<file path="src/rtl/i2c_rb_pkg.sv">
package i2c_rb_pkg;

    typedef enum logic [1:0] {
        PH_IDLE,
        PH_SHIFT,
        PH_ACK,
        PH_SKIP
    } phase_e;

    typedef enum logic [1:0] {
        BK_ADDR,
        BK_SEL,
        BK_DATA
    } kind_e;

endpackage

</file>
<file path="src/rtl/i2c_rb_sync.sv">
module i2c_rb_sync #(
    parameter int STAGES = 2
) (
    input  logic clk,
    input  logic rst_n,
    input  logic scl_i,
    input  logic sda_i,
    output logic sda_o,
    output logic scl_rise_o,
    output logic scl_fall_o,
    output logic start_o,
    output logic stop_o
);
    localparam int LINES = 2;
    localparam int L_SCL = 0;
    localparam int L_SDA = 1;

    typedef struct packed {
        logic [STAGES-1:0][LINES-1:0] chain;
        logic [LINES-1:0]             prev;
    } sync_t;

    sync_t s_d, s_q;
    logic [LINES-1:0] pins;
    logic [LINES-1:0] now;

    assign pins = {sda_i, scl_i};

    always_comb begin
        s_d          = s_q;
        s_d.chain[0] = pins;
        for (int i = 1; i < STAGES; i++) begin
            s_d.chain[i] = s_q.chain[i-1];
        end
        s_d.prev = s_q.chain[STAGES-1];
    end

    always_ff @(posedge clk or negedge rst_n) begin
        if (!rst_n) begin
            s_q <= '1;
        end else begin
            s_q <= s_d;
        end
    end

    assign now        = s_q.chain[STAGES-1];
    assign sda_o      = now[L_SDA];
    assign scl_rise_o = now[L_SCL] & ~s_q.prev[L_SCL];
    assign scl_fall_o = ~now[L_SCL] & s_q.prev[L_SCL];
    assign start_o    = now[L_SCL] & s_q.prev[L_SCL] & s_q.prev[L_SDA] & ~now[L_SDA];
    assign stop_o     = now[L_SCL] & s_q.prev[L_SCL] & ~s_q.prev[L_SDA] & now[L_SDA];

endmodule

</file>
<file path="src/rtl/i2c_rb_proto.sv">
module i2c_rb_proto
    import i2c_rb_pkg::*;
#(
    parameter int          ADDR_W   = 7,
    parameter logic [6:0]  DEV_ADDR = 7'b1000100,
    parameter int          PTR_W    = 4,
    parameter int          DATA_W   = 8,
    parameter int          INC_BIT  = 4
) (
    input  logic              clk,
    input  logic              rst_n,
    input  logic              sda_s,
    input  logic              scl_rise,
    input  logic              scl_fall,
    input  logic              start,
    input  logic              stop,
    output logic              pull_o,
    output logic              wr_en_o,
    output logic [PTR_W-1:0]  wr_ptr_o,
    output logic [DATA_W-1:0] wr_data_o
);
    localparam int                CNT_W    = $clog2(DATA_W + 1);
    localparam logic [CNT_W-1:0]  FULL_CNT = CNT_W'(DATA_W);
    localparam logic [DATA_W-1:0] ADDR_WR  = DATA_W'({DEV_ADDR[ADDR_W-1:0], 1'b0});

    typedef struct packed {
        phase_e              phase;
        kind_e               kind;
        logic [DATA_W-1:0]   sh;
        logic [CNT_W-1:0]    cnt;
        logic [PTR_W-1:0]    ptr;
        logic                inc;
        logic                pull;
        logic                we;
        logic [PTR_W-1:0]    wptr;
        logic [DATA_W-1:0]   wdata;
    } st_t;

    st_t p_d, p_q;

    always_comb begin
        p_d    = p_q;
        p_d.we = 1'b0;
        if (start) begin
            p_d.phase = PH_SHIFT;
            p_d.kind  = BK_ADDR;
            p_d.cnt   = '0;
            p_d.pull  = 1'b0;
        end else if (stop) begin
            p_d.phase = PH_IDLE;
            p_d.pull  = 1'b0;
        end else begin
            unique case (p_q.phase)
                PH_SHIFT: begin
                    if (scl_rise && (p_q.cnt != FULL_CNT)) begin
                        p_d.sh  = {p_q.sh[DATA_W-2:0], sda_s};
                        p_d.cnt = p_q.cnt + 1'b1;
                    end else if (scl_fall && (p_q.cnt == FULL_CNT)) begin
                        p_d.cnt   = '0;
                        p_d.phase = PH_ACK;
                        p_d.pull  = 1'b1;
                        unique case (p_q.kind)
                            BK_ADDR: begin
                                if (p_q.sh == ADDR_WR) begin
                                    p_d.kind = BK_SEL;
                                end else begin
                                    p_d.phase = PH_SKIP;
                                    p_d.pull  = 1'b0;
                                end
                            end
                            BK_SEL: begin
                                p_d.ptr  = p_q.sh[PTR_W-1:0];
                                p_d.inc  = p_q.sh[INC_BIT];
                                p_d.kind = BK_DATA;
                            end
                            default: begin
                                p_d.we    = 1'b1;
                                p_d.wptr  = p_q.ptr;
                                p_d.wdata = p_q.sh;
                                if (p_q.inc) begin
                                    p_d.ptr = p_q.ptr + 1'b1;
                                end
                            end
                        endcase
                    end
                end
                PH_ACK: begin
                    if (scl_fall) begin
                        p_d.pull  = 1'b0;
                        p_d.phase = PH_SHIFT;
                    end
                end
                default: begin
                end
            endcase
        end
    end

    always_ff @(posedge clk or negedge rst_n) begin
        if (!rst_n) begin
            p_q       <= '0;
            p_q.phase <= PH_IDLE;
            p_q.kind  <= BK_ADDR;
        end else begin
            p_q <= p_d;
        end
    end

    assign pull_o    = p_q.pull;
    assign wr_en_o   = p_q.we;
    assign wr_ptr_o  = p_q.wptr;
    assign wr_data_o = p_q.wdata;

endmodule

</file>
<file path="src/rtl/i2c_rb_bank.sv">
module i2c_rb_bank #(
    parameter int NUM_REGS = 8,
    parameter int DATA_W   = 8,
    parameter int PTR_W    = 4
) (
    input  logic                         clk,
    input  logic                         rst_n,
    input  logic                         wr_en,
    input  logic [PTR_W-1:0]             wr_ptr,
    input  logic [DATA_W-1:0]            wr_data,
    output logic [NUM_REGS*DATA_W-1:0]   regs_o
);
    for (genvar g = 0; g < NUM_REGS; g++) begin : g_reg
        logic [DATA_W-1:0] r_d, r_q;
        logic              hit;

        assign hit = wr_en && (wr_ptr == PTR_W'(g));

        always_comb begin
            r_d = r_q;
            if (hit) begin
                r_d = wr_data;
            end
        end

        always_ff @(posedge clk or negedge rst_n) begin
            if (!rst_n) begin
                r_q <= '0;
            end else begin
                r_q <= r_d;
            end
        end

        assign regs_o[g*DATA_W +: DATA_W] = r_q;
    end

endmodule

</file>
<file path="src/rtl/i2c_regbank_slave.sv">
module i2c_regbank_slave #(
    parameter int         NUM_REGS    = 8,
    parameter int         DATA_W      = 8,
    parameter int         PTR_W       = 4,
    parameter int         INC_BIT     = 4,
    parameter int         SYNC_STAGES = 2,
    parameter logic [6:0] DEV_ADDR    = 7'b1000100
) (
    input  logic                       clk,
    input  logic                       rst_n,
    input  logic                       scl_i,
    input  logic                       sda_i,
    output logic                       sda_pull_o,
    output logic [NUM_REGS*DATA_W-1:0] regs_o
);
    logic              sda_s;
    logic              scl_rise_w;
    logic              scl_fall_w;
    logic              start_w;
    logic              stop_w;
    logic              wr_en_w;
    logic [PTR_W-1:0]  wr_ptr_w;
    logic [DATA_W-1:0] wr_data_w;

    i2c_rb_sync #(
        .STAGES (SYNC_STAGES)
    ) u_sync (
        .clk        (clk),
        .rst_n      (rst_n),
        .scl_i      (scl_i),
        .sda_i      (sda_i),
        .sda_o      (sda_s),
        .scl_rise_o (scl_rise_w),
        .scl_fall_o (scl_fall_w),
        .start_o    (start_w),
        .stop_o     (stop_w)
    );

    i2c_rb_proto #(
        .ADDR_W   (7),
        .DEV_ADDR (DEV_ADDR),
        .PTR_W    (PTR_W),
        .DATA_W   (DATA_W),
        .INC_BIT  (INC_BIT)
    ) u_proto (
        .clk       (clk),
        .rst_n     (rst_n),
        .sda_s     (sda_s),
        .scl_rise  (scl_rise_w),
        .scl_fall  (scl_fall_w),
        .start     (start_w),
        .stop      (stop_w),
        .pull_o    (sda_pull_o),
        .wr_en_o   (wr_en_w),
        .wr_ptr_o  (wr_ptr_w),
        .wr_data_o (wr_data_w)
    );

    i2c_rb_bank #(
        .NUM_REGS (NUM_REGS),
        .DATA_W   (DATA_W),
        .PTR_W    (PTR_W)
    ) u_bank (
        .clk     (clk),
        .rst_n   (rst_n),
        .wr_en   (wr_en_w),
        .wr_ptr  (wr_ptr_w),
        .wr_data (wr_data_w),
        .regs_o  (regs_o)
    );

endmodule

</file>
<file path="config.mk">
export PLATFORM = sky130hd
export DESIGN_NAME = i2c_regbank_slave
export DESIGN_NICKNAME = d
export VERILOG_FILES = /design/src/rtl/i2c_rb_pkg.sv /design/src/rtl/i2c_rb_sync.sv /design/src/rtl/i2c_rb_proto.sv /design/src/rtl/i2c_rb_bank.sv /design/src/rtl/i2c_regbank_slave.sv
export SDC_FILE = /design/constraint.sdc
export NUM_CORES = 1
export LEC_CHECK = 0
export BUFFER_PORTS_ARGS = -buffer_cell sky130_fd_sc_hd__buf_2
export CAP_MARGIN = 20
export CORE_MARGIN = 5
export CORE_UTILIZATION = 45
export DETAILED_ROUTE_END_ITERATION = 8
export GPL_TIMING_DRIVEN = 0
export PLACE_DENSITY = 0.66
export SLEW_MARGIN = 20
export SYNTH_ARGS = -nofsm -noshare
export SYNTH_HDL_FRONTEND = slang
export SYNTH_SLANG_ARGS = --single-unit
</file>
<file path="constraint.sdc">
create_clock -name clk -period 6.2 [get_ports clk]
set_clock_uncertainty 0.1 [all_clocks]
set_input_delay 1.24 -clock clk [delete_from_list [all_inputs] [get_ports clk]]
set_output_delay 1.24 -clock clk [all_outputs]
set_load 0.1 [all_outputs]
</file>
==> flow_summary.toml, run 1 <==
[power]
p_int_uw = 931
p_leak_uw = 0.00271
combinationalPowerShare_pct = 8.5
swShare_pct = 26.5
switchingPower_uw = 336
p_seq_share_pct = 59.8
p_total_uw = 1270
clockPowerShare_pct = 31.7
peakVddDrop_uv = 158
powerDensity_nw_per_um2 = 252

[drt]
routed_via_density = 5.08
drt_iter0_drc = 95
finalWirelength_um = 8170
firstDrtPassIters = 4
vias = 2554
ant_nets = 0
route.detailed.drc = 0
wl_per_cell_um = 16.2

[cts]
cts_resized = 0
postCtsSetupBuffers = 0
ctsHoldBuffers = 0
clkTransAtPathRegs_ns = 0.10
cts-htree-levels = 3
insertion_delay_ns = 0.35
cts_buffers = 9
clockRootBuffer = "clkbuf_8"
clkSinkCount = 105
cts_tree = "done"
clockBufferDepth = 2

[floorplan]
die_area_um2 = 11600
die_h_um = 108
die_w_um = 108
core_area_um2 = 9280
floorplan.initialDensity_pct = 46.5
pin_count = 69
fp-row-count = 35

[finish]
drive_above_1_share_pct = 51.3
final_cell_mix = "dfrtp_1, mux2_2, buf_2"
layout_commonest_cell = "dfrtp_1"
diodes = 0
fin_nets = 378
areaGrowthSynthToFinish_pct = 16.8

[yosys]
synth-seq-cells = 105
syn_inst = 289
async_flop_share_pct = 100
seq_area_frac_synth_pct = 61.1
synth_area_um2 = 4310
synth-edff-count = 0
syn-num-nets = 298
synthDistinctLibCells = 46
synth_warnings = 0
avgSynthCellArea_um2 = 14.9
ys_dominant_reg_cell = "dfrtp_1"

[global_routing]
antenna_found_initial = 0
grt_use_total_pct = 15.0
grt_max_degree = 59
grt_pass1_wl_um = 13600
grt-busiest-layer = "met2"
grt_util_met2_pct = 22.8
grt_util_met3_pct = 2.58
grtUsageMet1_pct = 21.7
grt_pass1_vias = 2624
grt_overflow = 0

[job]
maxCapViolations = 0

[place]
hpwl_um = 5760
portBuffers = 68
routabilityCongestion = 0.765

[worst_setup_path]
crit_buf_inv = 1
cp_max_fo = 2
critical_path_required_ns = 4.86
critPathMaxStageDelay_ns = 0.43
critPathCaptureType = "primary output"
critPathKind = "flip-flop to primary output"
crit_family = "buffers and inverters"
rrSetupSlack_ns = 4.13
cp-start-kind = "flip-flop"
arrival_ns = 1.17
path_cells = "buf_2"
cp_slowest_cell = "buf_2"

[sta]
rsz0062_at_grt = "no"
period_share_pct = 40.6
hold_viol = 0
slew_viol_final = 0
period_needed_ns = 2.51
worstMarginPinSlew_ns = 0.700
max_clock_freq_mhz = 398
setup_violations = 0
relSlewSlack_pct = 53.1
tns_ns = 0

[outcome]
outcome = "finished, final reports clean"

[min_path]
hold_class = "flip-flop to flip-flop"
## sequential cells by signal, indices dropped and copies added (netlist names)
| register | cells |
|---|---|
| u_bank.g.r_q | 64 |
| u_proto.p_q | 21 |
| u_proto.wr_data_o | 8 |
| u_proto.wr_ptr_o | 4 |
| u_sync.now | 2 |
| u_sync.s_d | 2 |
| u_sync.s_q | 2 |
| u_proto.pull_o | 1 |
| u_proto.wr_en_o | 1 |
## through the flow
step	instances	utilization (%)	area (um2)	hold WS, ns	setup WS (ns)
final	503	54.2	5040	0.260	3.69
after global routing	503	54.2	5040	0.265	3.63
after CTS	503	54.2	5040	0.261	3.66
after detailed placement	487	52.2	4850	0.247	4.07
after global placement	486	51.9	4810	0.246	2.66
after floorplan	289	-	4310	0.245	3.97
## routing by layer
| metal | vias up | share of wire (%) |
|---|---|---|
| li1 | 1207 | - |
| met1 | 1295 | 48 |
| met2 | 45 | 47 |
| met3 | 7 | 3.8 |
| met4 | 0 | 1.1 |
| met5 | - | 0 |
## logic make-up after synthesis
kind of cell | Yosys count | synth area share [%]
flops | 105 | 61.1
buf+inv | 14 | 1.91
simple gates | 49 | 6.99
mux | 90 | 24.2
fa+ha+maj | 5 | 1.45
compound gates | 25 | 4.15
xor+xnor | 1 | 0.203
## cell usage after synthesis (2+ instances only)
| library cell | instances | area [um2] |
|---|---|---|
| buf_4 | 2 | 15.0 |
| and3_1 | 2 | 12.5 |
| o221a_2 | 2 | 22.5 |
| nand3b_1 | 6 | 45.0 |
| o21bai_1 | 2 | 15.0 |
| nor2b_1 | 2 | 12.5 |
| dfstp_2 | 6 | 158 |
| nor2_1 | 6 | 22.5 |
| nand3_1 | 3 | 15.0 |
| nor3b_2 | 2 | 25.0 |
| inv_1 | 5 | 18.8 |
| dfrtp_1 | 99 | 2480 |
| a22o_1 | 2 | 17.5 |
| clkbuf_1 | 2 | 7.51 |
| o21ai_0 | 5 | 25.0 |
| nand2b_1 | 5 | 31.3 |
| buf_2 | 3 | 15.0 |
| mux2_2 | 78 | 878 |
| a21oi_1 | 4 | 20.0 |
| mux2_4 | 9 | 135 |
| mux2i_1 | 3 | 30.0 |
| nand2_1 | 10 | 37.5 |
| nor4b_1 | 2 | 17.5 |
| ha_1 | 5 | 62.6 |
| a31oi_1 | 2 | 12.5 |
| or2_2 | 2 | 12.5 |
## power groups by stage
stage / clock (uW) / combinational (uW) / sequential, uW
2_1_floorplan: 0 / 79.3 / 759
3_3_place_gp: 0 / 104 / 771
3_5_place_dp: 0 / 109 / 772
4_1_cts: 414 / 109 / 759
5_1_grt: 447 / 123 / 766
6_report: 402 / 107 / 758
## path summary, 6_finish.rpt
check | from | to | depth (start not counted)
min in group asynchronous | rst_n | u_proto.pull_o | 1
max in group asynchronous | rst_n | u_sync.s_d[4] | 2
hold / removal | u_sync.s_d[4] | u_sync.now[0] | 0
setup reg to reg | u_proto.p_q[19] | u_proto.wr_data_o[4] | 9
setup / recovery | u_bank.g_reg[2].r_q[5] | regs_o[21] | 1
hold reg to reg | u_sync.s_d[4] | u_sync.now[0] | 0
## layout make-up
| cell class | count | area, um2 |
|---|---|---|
| inverter | 5 | 18.8 |
| clock inverter | 6 | 60.1 |
| multi-input combinational | 170 | 1600 |
| fill | 817 | 4250 |
| buffer | 9 | 63.8 |
| clock buffer | 10 | 128 |
| sequential | 105 | 2640 |
| tap | 129 | 161 |
| timing repair buffer | 69 | 374 |
Power figures use the tool's default switching activity.
==> run 2, diff against run 1 <==
- clock period: 6.2 -> 2.4 ns (I/O delays scaled with it)
==> run 2 against run 1 <==
Critical path depth rose by 8. Sequential share of layout area fell by 0.10 points. Clock power rose to 2.6 times the previous value. Global-route usage barely moved. Setup slack got worse by 3.4 ns. Flip-flop and latch count did not move. Final cell count rose by 0.20%. Utilization rose by 0.11 points. Highest routed layer unchanged.
==> flow_summary.toml, run 2 (synthesis results as in run 1) <==
[drt]
firstDrtPassIters = 4
routed_via_density = 5.09
finalWirelength_um = 8150
wl_per_cell_um = 16.2
ant_nets = 0
route.detailed.drc = 0
vias = 2564
drt_iter0_drc = 103

[finish]
largest_reg_flops = 64
areaGrowthSynthToFinish_pct = 17.0
layout_commonest_cell = "dfrtp_1"
drive_above_1_share_pct = 51.2
fin_nets = 379
diodes = 0
top_register = "u_bank.g.r_q"
final_cell_mix = "dfrtp_1, mux2_2, buf_2"

[floorplan]
die_area_um2 = 11600
floorplan.initialDensity_pct = 46.5
die_w_um = 108
fp-row-count = 35
pin_count = 69
die_h_um = 108
core_area_um2 = 9280

[outcome]
outcome = "finished, final reports clean"

[global_routing]
grt_pass1_wl_um = 13600
grt_max_degree = 59
grt_pass1_vias = 2633
grt_use_total_pct = 15.0
antenna_found_initial = 0
grt_overflow = 0

[sta]
setup_violations = 0
hold_viol = 0
max_clock_freq_mhz = 482
relSlewSlack_pct = 52.9
period_needed_ns = 2.08
slew_viol_final = 0
rsz0062_at_grt = "no"
worstMarginPinSlew_ns = 0.704
setup_slack_ns = 0.324
period_share_pct = 86.5

[power]
p_total_uw = 3270
powerDensity_nw_per_um2 = 649
p_leak_uw = 0.00271
peakVddDrop_uv = 408

[worst_setup_path]
crit_buf_inv = 4
critPathMaxStageDelay_ns = 0.41
arrival_ns = 2.22
r2r_start = "u_proto.p_q[19]"
cp_max_fo = 10
crit_family = "buffers and inverters"
reg2reg_depth = 9
cp-start-kind = "flip-flop"
critical_path_required_ns = 2.55
critPathCaptureType = "flip-flop"
rrSetupSlack_ns = 0.32
critPathKind = "flip-flop to flip-flop"
reg2reg_to = "u_proto.wr_data_o[4]"
cp_slowest_cell = "dfrtp_1"
path_cells = "inv_1 -> ha_1 -> and3b_1 -> buf_4 -> and3_1 -> buf_6 -> nand2_4 -> buf_8 -> mux2_4"

[cts]
clkSinkCount = 105
clkTransAtPathRegs_ns = 0.10
cts_tree = "done"
clockBufferDepth = 2
clockRootBuffer = "clkbuf_8"
insertion_delay_ns = 0.35
cts_buffers = 9
postCtsSetupBuffers = 0
cts-htree-levels = 3

[place]
routabilityCongestion = 0.765
dpl_worst_slack_ns = 0.330
hpwl_um = 5760
portBuffers = 68

[job]
maxCapViolations = 0

[min_path]
whs_path_depth = 1
min_to = "u_sync.s_d[4]"
hold_class = "input port to flip-flop"
min-delay-start = "scl_i"
==> run 2: cell types whose count changed in the layout (fill, tap and decap cells not counted) <==
cell,delta
dlygate4sd3_1,+1
==> run 2: routing by layer <==
metal / routed length, um / share of wire, % / global-route usage, %
met1: 3900 / 48 / 21.7
met2: 3840 / 47 / 22.9
met3: 324 / 4.0 / 2.58
met4: 85 / 1.0 / 5.50
met5: 0 / 0 / 0
==> run 2: worst max path at each step <==
stage / start / to / depth (start not counted)
detailed placement: u_proto.p_q[19] / u_proto.wr_data_o[4] / 9
global placement: rst_n / u_bank.g_reg[4].r_q[3] / 1
floorplan: u_proto.p_q[19] / u_proto.wr_data_o[0] / 9
CTS: u_proto.p_q[19] / u_proto.wr_data_o[4] / 9
global route: u_proto.p_q[19] / u_proto.p_q[24] / 7
finish: u_proto.p_q[19] / u_proto.wr_data_o[4] / 9
==> run 2: power breakdown <==
| group | internal [uW] | switching, uW |
|---|---|---|
| combinational | 139 | 139 |
| clock | 406 | 631 |
| sequential | 1860 | 97.3 |
| total | 2410 | 868 |
==> run 2: area by class of cell <==
class	instances	area (um2)
Clock inverter	6	60.1
Tap cell	129	161
Fill cell	819	4240
Sequential cell	105	2640
Clock buffer	10	128
Buffer	9	63.8
Inverter	5	18.8
Timing Repair Buffer	70	384
Multi-Input combinational cell	170	1600
==> run 2: timing repair <==
item | 4_1_cts | 5_1_grt
hold buffers | 1 | 0
hold endpoints to repair | 47 | 0
resized for setup | 0 | 0
setup endpoints to repair | 0 | 0
==> run 2: per-stage QoR <==
stage / TNS (ns) / util (%) / instance area (um2) / std cells / hold WS (ns)
after floorplan: 0 / - / 4310 / 289 / 0.0844
after global placement: -36.81 / 51.9 / 4810 / 486 / 0.246
after detailed placement: 0 / 52.2 / 4850 / 487 / 0.247
after CTS: 0 / 54.4 / 5050 / 504 / 0.0953
after global routing: 0 / 54.4 / 5050 / 504 / 0.0947
final: 0 / 54.4 / 5050 / 504 / 0.117
